==> config.mk <==
export PLATFORM = sky130hd
export DESIGN_NAME = stack_core
export DESIGN_NICKNAME = d
export VERILOG_FILES = /design/src/rtl/stack_core.sv
export SDC_FILE = /design/constraint.sdc
export NUM_CORES = 1
export LEC_CHECK = 0
export ABC_AREA = 1
export BUFFER_PORTS_ARGS = -buffer_cell sky130_fd_sc_hd__buf_2
export CAP_MARGIN = 20
export CORE_MARGIN = 2
export CORE_UTILIZATION = 45
export CTS_CLUSTER_SIZE = 8
export DETAILED_ROUTE_END_ITERATION = 10
export PLACE_DENSITY_LB_ADDON = 0.2
export SLEW_MARGIN = 20
export SYNTH_ARGS = -nofsm -noshare
export SYNTH_HDL_FRONTEND = slang
export SYNTH_SLANG_ARGS = --single-unit
==> constraint.sdc <==
create_clock -name clk -period 8.5 [get_ports clk]
set_input_delay 0.85 -clock clk [delete_from_list [all_inputs] [get_ports clk]]
set_output_delay 0.85 -clock clk [all_outputs]
set_load 0.01 [all_outputs]
==> src/rtl/stack_core.sv <==
module stack_core #(
  parameter int DW = 32,
  parameter int CW = 32,
  parameter logic [15:0] SP_INIT = 16'hFFFF
) (
  input  logic          clk,
  input  logic          rst_n,
  output logic [15:0]   imem_addr,
  input  logic [7:0]    imem_data,
  output logic [15:0]   dmem_addr,
  output logic          dmem_rd,
  output logic          dmem_wr,
  output logic [DW-1:0] dmem_wdata,
  input  logic [DW-1:0] dmem_rdata,
  output logic          halted,
  output logic          illegal,
  output logic          underflow,
  output logic [CW-1:0] fetch_bytes,
  output logic [CW-1:0] rd_bytes,
  output logic [CW-1:0] wr_bytes
);
  localparam int AW = 16;
  localparam logic [7:0] OP_HALT = 8'h00, OP_PUSH = 8'h01, OP_POP = 8'h02,
                         OP_ADD = 8'h03, OP_SUB = 8'h04, OP_ZERO = 8'h05,
                         OP_INC = 8'h06, OP_BEQZ = 8'h07, OP_BNEZ = 8'h08,
                         OP_GOTO = 8'h09;
  localparam logic [AW:0]   N1 = 1, N2 = 2;
  localparam logic [AW-1:0] A1 = 1;
  localparam logic [DW-1:0] D1 = 1;
  localparam logic [CW-1:0] C1 = 1, C4 = 4;

  typedef enum logic [2:0] {S_OP, S_LO, S_HI, S_SPILL, S_EXEC, S_REFILL, S_HALT} st_t;

  st_t            st;
  logic [7:0]     op;
  logic [AW-1:0]  pc, opnd, sp;
  logic [AW:0]    depth, need;
  logic [DW-1:0]  t0, t1;
  logic           ok, pops;

  function automatic logic has_opnd(input logic [7:0] o);
    return o == OP_PUSH || o == OP_POP || o == OP_BEQZ || o == OP_BNEZ || o == OP_GOTO;
  endfunction

  assign imem_addr = pc;
  assign halted    = (st == S_HALT);
  assign pops      = op == OP_POP || op == OP_ADD || op == OP_SUB || op == OP_BEQZ || op == OP_BNEZ;
  assign need      = (op == OP_ADD || op == OP_SUB) ? N2 :
                     (pops || op == OP_ZERO || op == OP_INC) ? N1 : '0;
  assign ok        = depth >= need;

  always_comb begin
    dmem_addr  = '0;
    dmem_rd    = 1'b0;
    dmem_wr    = 1'b0;
    dmem_wdata = t0;
    case (st)
      S_SPILL: begin dmem_addr = sp; dmem_wr = 1'b1; dmem_wdata = t1; end
      S_EXEC: if (ok) begin
        if (op == OP_PUSH) begin dmem_addr = opnd; dmem_rd = 1'b1; end
        else if (op == OP_POP) begin dmem_addr = opnd; dmem_wr = 1'b1; end
      end
      S_REFILL: begin dmem_addr = sp + A1; dmem_rd = 1'b1; end
      default: ;
    endcase
  end

  always_ff @(posedge clk) begin
    if (!rst_n) begin
      fetch_bytes <= '0;
      rd_bytes    <= '0;
      wr_bytes    <= '0;
    end else begin
      if (st == S_OP || st == S_LO || st == S_HI) fetch_bytes <= fetch_bytes + C1;
      if (dmem_rd) rd_bytes <= rd_bytes + C4;
      if (dmem_wr) wr_bytes <= wr_bytes + C4;
    end
  end

  always_ff @(posedge clk) begin
    if (!rst_n) begin
      st <= S_OP; op <= '0; pc <= '0; opnd <= '0; sp <= SP_INIT;
      depth <= '0; t0 <= '0; t1 <= '0; illegal <= 1'b0; underflow <= 1'b0;
    end else begin
      case (st)
        S_OP: begin
          op <= imem_data;
          pc <= pc + A1;
          if (imem_data == OP_HALT) st <= S_HALT;
          else if (imem_data > OP_GOTO) begin illegal <= 1'b1; st <= S_HALT; end
          else st <= has_opnd(imem_data) ? S_LO : S_EXEC;
        end
        S_LO: begin opnd[7:0] <= imem_data; pc <= pc + A1; st <= S_HI; end
        S_HI: begin
          opnd[15:8] <= imem_data;
          pc <= pc + A1;
          st <= (op == OP_PUSH && depth >= N2) ? S_SPILL : S_EXEC;
        end
        S_SPILL: begin sp <= sp - A1; st <= S_EXEC; end
        S_EXEC: begin
          if (!ok) begin
            underflow <= 1'b1;
            st <= S_HALT;
          end else begin
            st <= (pops && depth > N2) ? S_REFILL : S_OP;
            case (op)
              OP_PUSH: begin t1 <= t0; t0 <= dmem_rdata; depth <= depth + N1; end
              OP_POP:  begin t0 <= t1; depth <= depth - N1; end
              OP_ADD:  begin t0 <= t1 + t0; depth <= depth - N1; end
              OP_SUB:  begin t0 <= t1 - t0; depth <= depth - N1; end
              OP_ZERO: t0 <= '0;
              OP_INC:  t0 <= t0 + D1;
              OP_BEQZ: begin
                t0 <= t1; depth <= depth - N1;
                if (t0 == '0) pc <= opnd;
              end
              OP_BNEZ: begin
                t0 <= t1; depth <= depth - N1;
                if (t0 != '0) pc <= opnd;
              end
              OP_GOTO: pc <= opnd;
              default: ;
            endcase
          end
        end
        S_REFILL: begin sp <= sp + A1; t1 <= dmem_rdata; st <= S_OP; end
        default: st <= S_HALT;
      endcase
    end
  end
endmodule

==> impl_metrics.prom, run 1 <==
# TYPE chip_impl_metric gauge
chip_impl_info{name="run_status",value="complete, no violations"} 1
chip_impl_info{name="rsz0062_at_grt",value="no"} 1
chip_impl_metric{name="maxCapViolations",unit=""} 0
chip_impl_info{name="worst_setup_path_end_kind",value="output port"} 1
chip_impl_metric{name="finalWirelength",unit="mm"} 65.0
chip_impl_metric{name="area_used_by_multi_input_combinational_logic",unit="µm²"} 12100
chip_impl_metric{name="die_width",unit="µm"} 209
chip_impl_metric{name="syn-cell-area",unit="µm²"} 18900
chip_impl_metric{name="gr-usage-met2",unit=""} 0.492
chip_impl_metric{name="drt_pre_antenna_iters",unit=""} 5
chip_impl_metric{name="cp_data_arrival_time",unit="ns"} 4.86
chip_impl_metric{name="final_min_period_over_clock_period",unit=""} 0.671
chip_impl_metric{name="hpwlAfterDp",unit="mm"} 49.5
chip_impl_info{name="synthMostInstantiatedCell",value="nand2_1"} 1
chip_impl_info{name="ys.flop_type",value="dfxtp_1"} 1
chip_impl_metric{name="fin_skew",unit="ns"} 0.0208
chip_impl_metric{name="clk_latency",unit="ns"} 0.53
chip_impl_metric{name="finalSetupViolations",unit=""} 0
chip_impl_metric{name="syn-mean-instance-area",unit="µm²"} 5.86
chip_impl_metric{name="fp-row-count",unit=""} 75
chip_impl_metric{name="p_leak",unit="µW"} 0.0102
chip_impl_metric{name="drive_gt1_frac",unit=""} 0.0937
chip_impl_metric{name="layout-area-overhead-vs-synth",unit="%"} 11.8
chip_impl_metric{name="use_met1",unit=""} 0.390
chip_impl_metric{name="synth-edff-count",unit=""} 0
chip_impl_metric{name="cts.hold.buffers_added",unit=""} 0
chip_impl_metric{name="min_period",unit="ns"} 5.71
chip_impl_metric{name="clock.fmax",unit="MHz"} 175
chip_impl_metric{name="yosysUniqueCellTypes",unit=""} 59
chip_impl_metric{name="wl_per_cell",unit="µm"} 16.6
chip_impl_metric{name="vdd_drop_max",unit="V"} 0.000142
chip_impl_metric{name="buffer_ports.inserted",unit=""} 202
chip_impl_info{name="yosys.area.top_type",value="dfxtp_1"} 1
chip_impl_metric{name="hold_viol_final",unit=""} 0
chip_impl_metric{name="fillerInstances",unit=""} 4389
chip_impl_metric{name="slew_headroom",unit=""} 0.384
chip_impl_info{name="netlist_top_cells_area",value="dfxtp_1 25%, nand2_1 19%, inv_1 8.8%, nor2_1 7.3%, a21oi_1 6.8%"} 1
chip_impl_info{name="post_synth_most_frequent_cells",value="947 x nand2_1, 442 x inv_1, 366 x nor2_1"} 1
chip_impl_metric{name="totalNegativeSetupSlack",unit="ns"} 0
chip_impl_metric{name="synth_compound_gate_area_share",unit=""} 0.157
chip_impl_info{name="crit_path_launch_type",value="register"} 1
chip_impl_metric{name="drc_errors",unit=""} 0
chip_impl_info{name="synth_top_family_by_area",value="simple AND/OR/NAND/NOR gates"} 1
chip_impl_info{name="top_usage_layer",value="met2"} 1
chip_impl_metric{name="ys_warn_count",unit=""} 0
chip_impl_metric{name="detailedPlace.worstSlack",unit="ns"} 3.39
chip_impl_metric{name="core-area",unit="µm²"} 41800
chip_impl_metric{name="htreeDepth",unit=""} 2
chip_impl_metric{name="post-cts-setup-buffers",unit=""} 0
chip_impl_metric{name="synthAdderAreaFrac",unit=""} 0.0593
chip_impl_metric{name="worst_slew_pin_slew",unit="ns"} 0.925
chip_impl_metric{name="die_height",unit="µm"} 209
chip_impl_metric{name="die-area",unit="µm²"} 43700
chip_impl_metric{name="grt_overflow_total",unit=""} 0
chip_impl_metric{name="synth-xor-area-share",unit=""} 0.0365
chip_impl_metric{name="post-route-worst-setup-slack",unit="ns"} 2.79
chip_impl_metric{name="synth-simple-area-share",unit=""} 0.382
chip_impl_metric{name="cts_clk_pin_slew_worst_paths",unit="ns"} 0.05
chip_impl_metric{name="post_cts_resize_count",unit=""} 0
chip_impl_info{name="timing.setup.critical_path_class",value="reg2out"} 1
chip_impl_info{name="cts_tree",value="done"} 1
chip_impl_metric{name="synth.mux.area_fraction",unit=""} 0
chip_impl_metric{name="crit_path_max_fanout",unit=""} 30
chip_impl_metric{name="initial_utilization",unit=""} 0.453
chip_impl_metric{name="regArea",unit="µm²"} 4680
chip_impl_metric{name="cts_made_buffers",unit=""} 35
chip_impl_info{name="root_buffer_cell",value="clkbuf_16"} 1
chip_impl_metric{name="place.gp.congestion",unit=""} 0.965
chip_impl_metric{name="cts.sink_count",unit=""} 234
chip_impl_metric{name="pwr_density_cell",unit="nW/µm²"} 308
chip_impl_metric{name="grt_util_met3",unit=""} 0.0293
chip_impl_metric{name="grt_max_degree",unit=""} 96
chip_impl_metric{name="number_of_global_route_vias_before_repair",unit=""} 19800
chip_impl_metric{name="required",unit="ns"} 7.65
chip_impl_metric{name="detailroute.via_count",unit=""} 21300
chip_impl_metric{name="postSynth.asyncResetShare",unit=""} 0
chip_impl_metric{name="drtIter0Drc",unit=""} 1846
chip_impl_metric{name="synthDominantCellAreaShare",unit=""} 0.247
chip_impl_metric{name="grt_antenna_before_repair",unit=""} 3
chip_impl_metric{name="first_pass_grt_wire_length",unit="mm"} 103
chip_impl_metric{name="synth_cells",unit=""} 3230
chip_impl_metric{name="viasPerCell",unit=""} 5.42
chip_impl_metric{name="synth-seq-cells",unit=""} 234
chip_impl_metric{name="top_level_ports",unit=""} 207
chip_impl_metric{name="nets",unit=""} 3508
chip_impl_info{name="min-delay-path-class",value="reg2reg"} 1
chip_impl_metric{name="report.final.slew_viol_count",unit=""} 0
chip_impl_metric{name="max_clock_buf_depth",unit=""} 3
chip_impl_metric{name="yosysSeqAreaShare",unit=""} 0.247
chip_impl_metric{name="postRouteAntennaNets",unit=""} 0
chip_impl_metric{name="global_route.usage.total",unit=""} 0.290
-- critical path: stages, from the launching register on --
cell     delay (ns)
dfxtp_1        0.43
inv_2          0.08
nand2_2        0.08
nor2_1         0.05
nand2_1        0.11
nand3_2        0.56
inv_2          0.51
nand2_4        0.30
inv_2          0.54
nor3_1         0.11
ha_1           0.29
o21ai_0        0.16
nand4_1        0.22
inv_2          0.15
nand2_1        0.15
nand2_4        0.13
inv_2          0.19
buf_2          0.21
-- metrics by stage --
stage	power (µW)	instances	utilization	hold slack (ns)	area, µm²
after global placement	5140	3879	0.484	0.456	20200
after CTS	6500	3920	0.507	0.470	21200
after global routing	7060	3923	0.507	0.494	21200
after floorplan	4170	3233	-	0.444	18900
final	6520	3923	0.507	0.475	21200
after detailed placement	5200	3879	0.484	0.458	20200
-- cell families (layout without fill, tap and decap cells) --
group                    after synthesis  in the layout
XOR/XNOR                              79             79
other                                  1              6
flip-flops                           234            234
adder cells (fa/ha/maj)               88             88
AND/OR/NAND/NOR                     1715           1715
AO/OA/AOI/OAI                        551            551
buffers and inverters                562            711
-- registers in the layout, summed over array words and instances, names as in the netlist --
signal / count
opnd: 16
t1: 32
rd_bytes: 30
fetch_bytes: 32
sp: 16
t0: 32
underflow: 1
wr_bytes: 30
illegal: 1
op: 8
st: 3
depth: 17
imem_addr: 16
-- final timing paths --
kind         start       to  slack, ns  depth (start not counted)
max          op[0]  dmem_rd       2.79                         17
min          op[7]    op[7]       0.47                          2
max reg2reg  op[0]    t1[3]       3.38                         18
min reg2reg  op[7]    op[7]       0.47                          2
-- layout by cell type, fill, tap and decap left out, types with 4 or more instances in the layout --
cell type | netlist | layout
inv_1 | 442 | 441
nand2_1 | 947 | 947
a211oi_2 | 5 | 5
a21oi_1 | 256 | 256
buf_2 | 20 | 202
nand3b_1 | 11 | 11
o21ai_1 | 22 | 22
and2_1 | 7 | 7
o221ai_1 | 15 | 15
buf_4 | 13 | 9
nor4_1 | 21 | 21
nor3_1 | 79 | 79
a31oi_1 | 5 | 5
nor2_1 | 366 | 365
nor2_2 | 7 | 7
nand3_2 | 5 | 5
or2_2 | 14 | 14
xor2_1 | 46 | 46
inv_2 | 12 | 12
a21o_1 | 4 | 4
nand3_1 | 182 | 182
nand4_1 | 47 | 47
o31ai_1 | 6 | 6
ha_1 | 85 | 85
o21ai_0 | 211 | 211
o21bai_1 | 5 | 5
o2111ai_1 | 4 | 4
o211ai_1 | 5 | 5
dfxtp_1 | 234 | 234
conb_1 | 1 | 4
nand2_4 | 5 | 6
clkbuf_16 | 0 | 35
inv_6 | 1 | 4
nor3b_1 | 10 | 10
xnor2_1 | 33 | 33
-- layer usage --
layer | up-vias | wire (µm)
met5 | - | 0
met4 | 0 | 1670
met3 | 100 | 4230
met2 | 771 | 30300
met1 | 9713 | 28800
li1 | 10700 | -
-- final cells by class --
cell class,count,area share
Antenna cell,2,0.000236
Clock buffer,37,0.0417
Clock inverter,4,0.00266
Inverter,459,0.0820
Multi-Input combinational cell,2437,0.569
Sequential cell,234,0.221
Tap cell,539,0.0319
Timing Repair Buffer,211,0.0510
-- where the power goes --
part           internal (µW)  switching [µW]  total, µW
Sequential              1260             169       1430
Clock                    762             518       1280
Combinational           1180            2640       3810
Total                   3200            3320       6520
(Power assumes the default switching activity.)
==> inputs of run 2 (changes only) <==
Clock period 8.5 ns to 4.9 ns, I/O delays scaled along.
==> run 2 against run 1 <==
  * Critical path depth stayed put
  * Cell area is 0.72% higher
  * Sequential share of layout area is 0.16 points lower
  * Critical path type unchanged
  * Largest cell class unchanged
  * Largest power group unchanged
  * Highest routed layer unchanged
==> impl_metrics.prom, run 2 (synthesized netlist as in run 1, its figures left out) <==
# TYPE chip_impl_metric gauge
chip_impl_metric{name="drt_pre_antenna_iters",unit=""} 6
chip_impl_metric{name="first_pass_grt_wire_length",unit="mm"} 104
chip_impl_metric{name="layout-area-overhead-vs-synth",unit="%"} 12.6
chip_impl_info{name="run_status",value="complete, no violations"} 1
chip_impl_metric{name="postRouteAntennaNets",unit=""} 0
chip_impl_metric{name="clock.fmax",unit="MHz"} 222
chip_impl_info{name="final_common_cell",value="nand2_1"} 1
chip_impl_metric{name="totalNegativeSetupSlack",unit="ns"} 0
chip_impl_metric{name="cts_clk_pin_slew_worst_paths",unit="ns"} 0.05
chip_impl_metric{name="grt_antenna_before_repair",unit=""} 2
chip_impl_metric{name="fillerInstances",unit=""} 4391
chip_impl_metric{name="nets",unit=""} 3517
chip_impl_info{name="worst_setup_path_end_kind",value="output port"} 1
chip_impl_metric{name="fin_skew",unit="ns"} 0.0279
chip_impl_metric{name="p_leak",unit="µW"} 0.0103
chip_impl_metric{name="post-route-worst-setup-slack",unit="ns"} 0.393
chip_impl_metric{name="detailedPlace.worstSlack",unit="ns"} 0.730
chip_impl_metric{name="combPwrFrac",unit=""} 0.589
chip_impl_metric{name="core-area",unit="µm²"} 41800
chip_impl_metric{name="initial_utilization",unit=""} 0.453
chip_impl_metric{name="number_of_global_route_vias_before_repair",unit=""} 19900
chip_impl_metric{name="die_width",unit="µm"} 209
chip_impl_metric{name="finalSetupViolations",unit=""} 0
chip_impl_info{name="rr_startpoint",value="op[5]"} 1
chip_impl_metric{name="setup.reg_to_reg.worst_slack",unit="ns"} 0.91
chip_impl_metric{name="detailroute.via_count",unit=""} 21400
chip_impl_metric{name="finalWirelength",unit="mm"} 65.0
chip_impl_info{name="hp-start",value="dmem_rdata[4]"} 1
chip_impl_metric{name="final_min_period_over_clock_period",unit=""} 0.920
chip_impl_metric{name="required",unit="ns"} 4.41
chip_impl_metric{name="die_height",unit="µm"} 209
chip_impl_info{name="layout_top_registers",value="fetch_bytes (32), t0 (32), t1 (32)"} 1
chip_impl_metric{name="cp_data_arrival_time",unit="ns"} 4.02
chip_impl_metric{name="htreeDepth",unit=""} 2
chip_impl_metric{name="worst_slew_pin_slew",unit="ns"} 0.863
chip_impl_metric{name="top_level_ports",unit=""} 207
chip_impl_metric{name="max_clock_buf_depth",unit=""} 3
chip_impl_metric{name="post-cts-setup-buffers",unit=""} 0
chip_impl_metric{name="wl_per_cell",unit="µm"} 16.5
chip_impl_metric{name="drtIter0Drc",unit=""} 1689
chip_impl_info{name="setup.worst_path.start",value="op[5]"} 1
chip_impl_metric{name="global_route.usage.total",unit=""} 0.291
chip_impl_info{name="crit_path_launch_type",value="register"} 1
chip_impl_metric{name="hold_viol_final",unit=""} 0
chip_impl_metric{name="crit_path_max_fanout",unit=""} 28
chip_impl_metric{name="drc_errors",unit=""} 0
chip_impl_info{name="cts_tree",value="done"} 1
chip_impl_metric{name="clk_latency",unit="ns"} 0.53
chip_impl_metric{name="grt_max_degree",unit=""} 108
chip_impl_metric{name="viasPerCell",unit=""} 5.44
chip_impl_metric{name="vdd_drop_max",unit="V"} 0.000309
chip_impl_metric{name="buffer_ports.inserted",unit=""} 202
chip_impl_metric{name="fp-row-count",unit=""} 75
chip_impl_metric{name="cts_made_buffers",unit=""} 35
chip_impl_metric{name="drive_gt1_frac",unit=""} 0.0965
chip_impl_metric{name="pwr_density_cell",unit="nW/µm²"} 539
chip_impl_info{name="timing.setup.critical_path_class",value="reg2out"} 1
chip_impl_metric{name="hpwlAfterDp",unit="mm"} 49.4
chip_impl_metric{name="min_period",unit="ns"} 4.51
chip_impl_info{name="min-delay-path-class",value="in2reg"} 1
chip_impl_metric{name="place.gp.congestion",unit=""} 0.974
chip_impl_metric{name="grt_overflow_total",unit=""} 0
chip_impl_metric{name="switching_power",unit="µW"} 5830
chip_impl_info{name="rsz0062_at_grt",value="no"} 1
chip_impl_metric{name="slew_headroom",unit=""} 0.425
chip_impl_metric{name="switching_share",unit=""} 0.508
chip_impl_metric{name="share_seq_of_total_power",unit=""} 0.215
chip_impl_metric{name="clockPowerShare",unit=""} 0.196
chip_impl_metric{name="die-area",unit="µm²"} 43700
chip_impl_metric{name="power_report.internal_total",unit="µW"} 5650
chip_impl_metric{name="cts.sink_count",unit=""} 234
chip_impl_info{name="commonest_cells_after_routing_fill_and_taps_aside",value="947 x nand2_1, 441 x inv_1, 365 x nor2_1, 256 x a21oi_1, 234 x dfxtp_1"} 1
chip_impl_info{name="root_buffer_cell",value="clkbuf_16"} 1
chip_impl_metric{name="maxCapViolations",unit=""} 0
chip_impl_metric{name="report.final.slew_viol_count",unit=""} 0
-- run 2: power by group through the flow --
stage / sequential (µW) / combinational (µW) / clock (µW)
finish: 2470 / 6760 / 2250
global route: 2510 / 7590 / 2360
CTS: 2460 / 6680 / 2290
detailed placement: 2500 / 6650 / 0
global placement: 2490 / 6550 / 0
floorplan: 2440 / 4790 / 0
-- run 2: final cells by class --
cell class / count / area (µm²) / area share
Tap cell: 539 / 674 / 0.0316
Multi-Input combinational cell: 2437 / 12100 / 0.567
Clock buffer: 39 / 933 / 0.0438
Antenna cell: 1 / 2.50 / 0.000117
Clock inverter: 1 / 30.0 / 0.00141
Timing Repair Buffer: 220 / 1180 / 0.0554
Sequential cell: 234 / 4680 / 0.220
Inverter: 459 / 1740 / 0.0814
-- run 2: final timing paths --
check             cells after the start           end
setup / recovery                     17       dmem_rd
hold / removal                        3         t0[4]
setup reg to reg                     17  wr_bytes[25]
hold reg to reg                       2       illegal
-- run 2: timing repair --
item / in CTS / in global routing
resized for setup: 0 / 2
hold buffers: 0 / 0
endpoints found under the setup margin: 0 / 1
-- run 2: metal layers --
metal  track usage  part of all wire
met2         0.489              0.46
met3        0.0395             0.066
met1         0.384              0.44
met4        0.0966             0.032
met5             0                 0
-- run 2: critical path, cell delays in order (launching register included) --
cell and delay [ns]:
dfxtp_1 0.30, nor2_1 0.13, nand3_2 0.17, nor2_2 0.32
nor2_8 0.10, inv_6 0.22, nor2_4 0.08, nand2_8 0.20
inv_2 0.06, nor3_1 0.19, ha_1 0.27, o21ai_0 0.17
nand4_1 0.22, inv_2 0.15, nand2_1 0.19, nand2_8 0.27
inv_2 0.23, buf_2 0.21
-- run 2: through the flow --
stage,power (µW),cells,instance area [µm²],hold WS [ns],utilization
2_1_floorplan,7240,3233,18900,0.444,-
4_1_cts,11400,3928,21300,0.244,0.509
5_1_grt,12500,3930,21300,0.271,0.511
6_report,11500,3930,21300,0.260,0.511
3_5_place_dp,9150,3888,20300,0.450,0.486
3_3_place_gp,9040,3888,20300,0.450,0.486
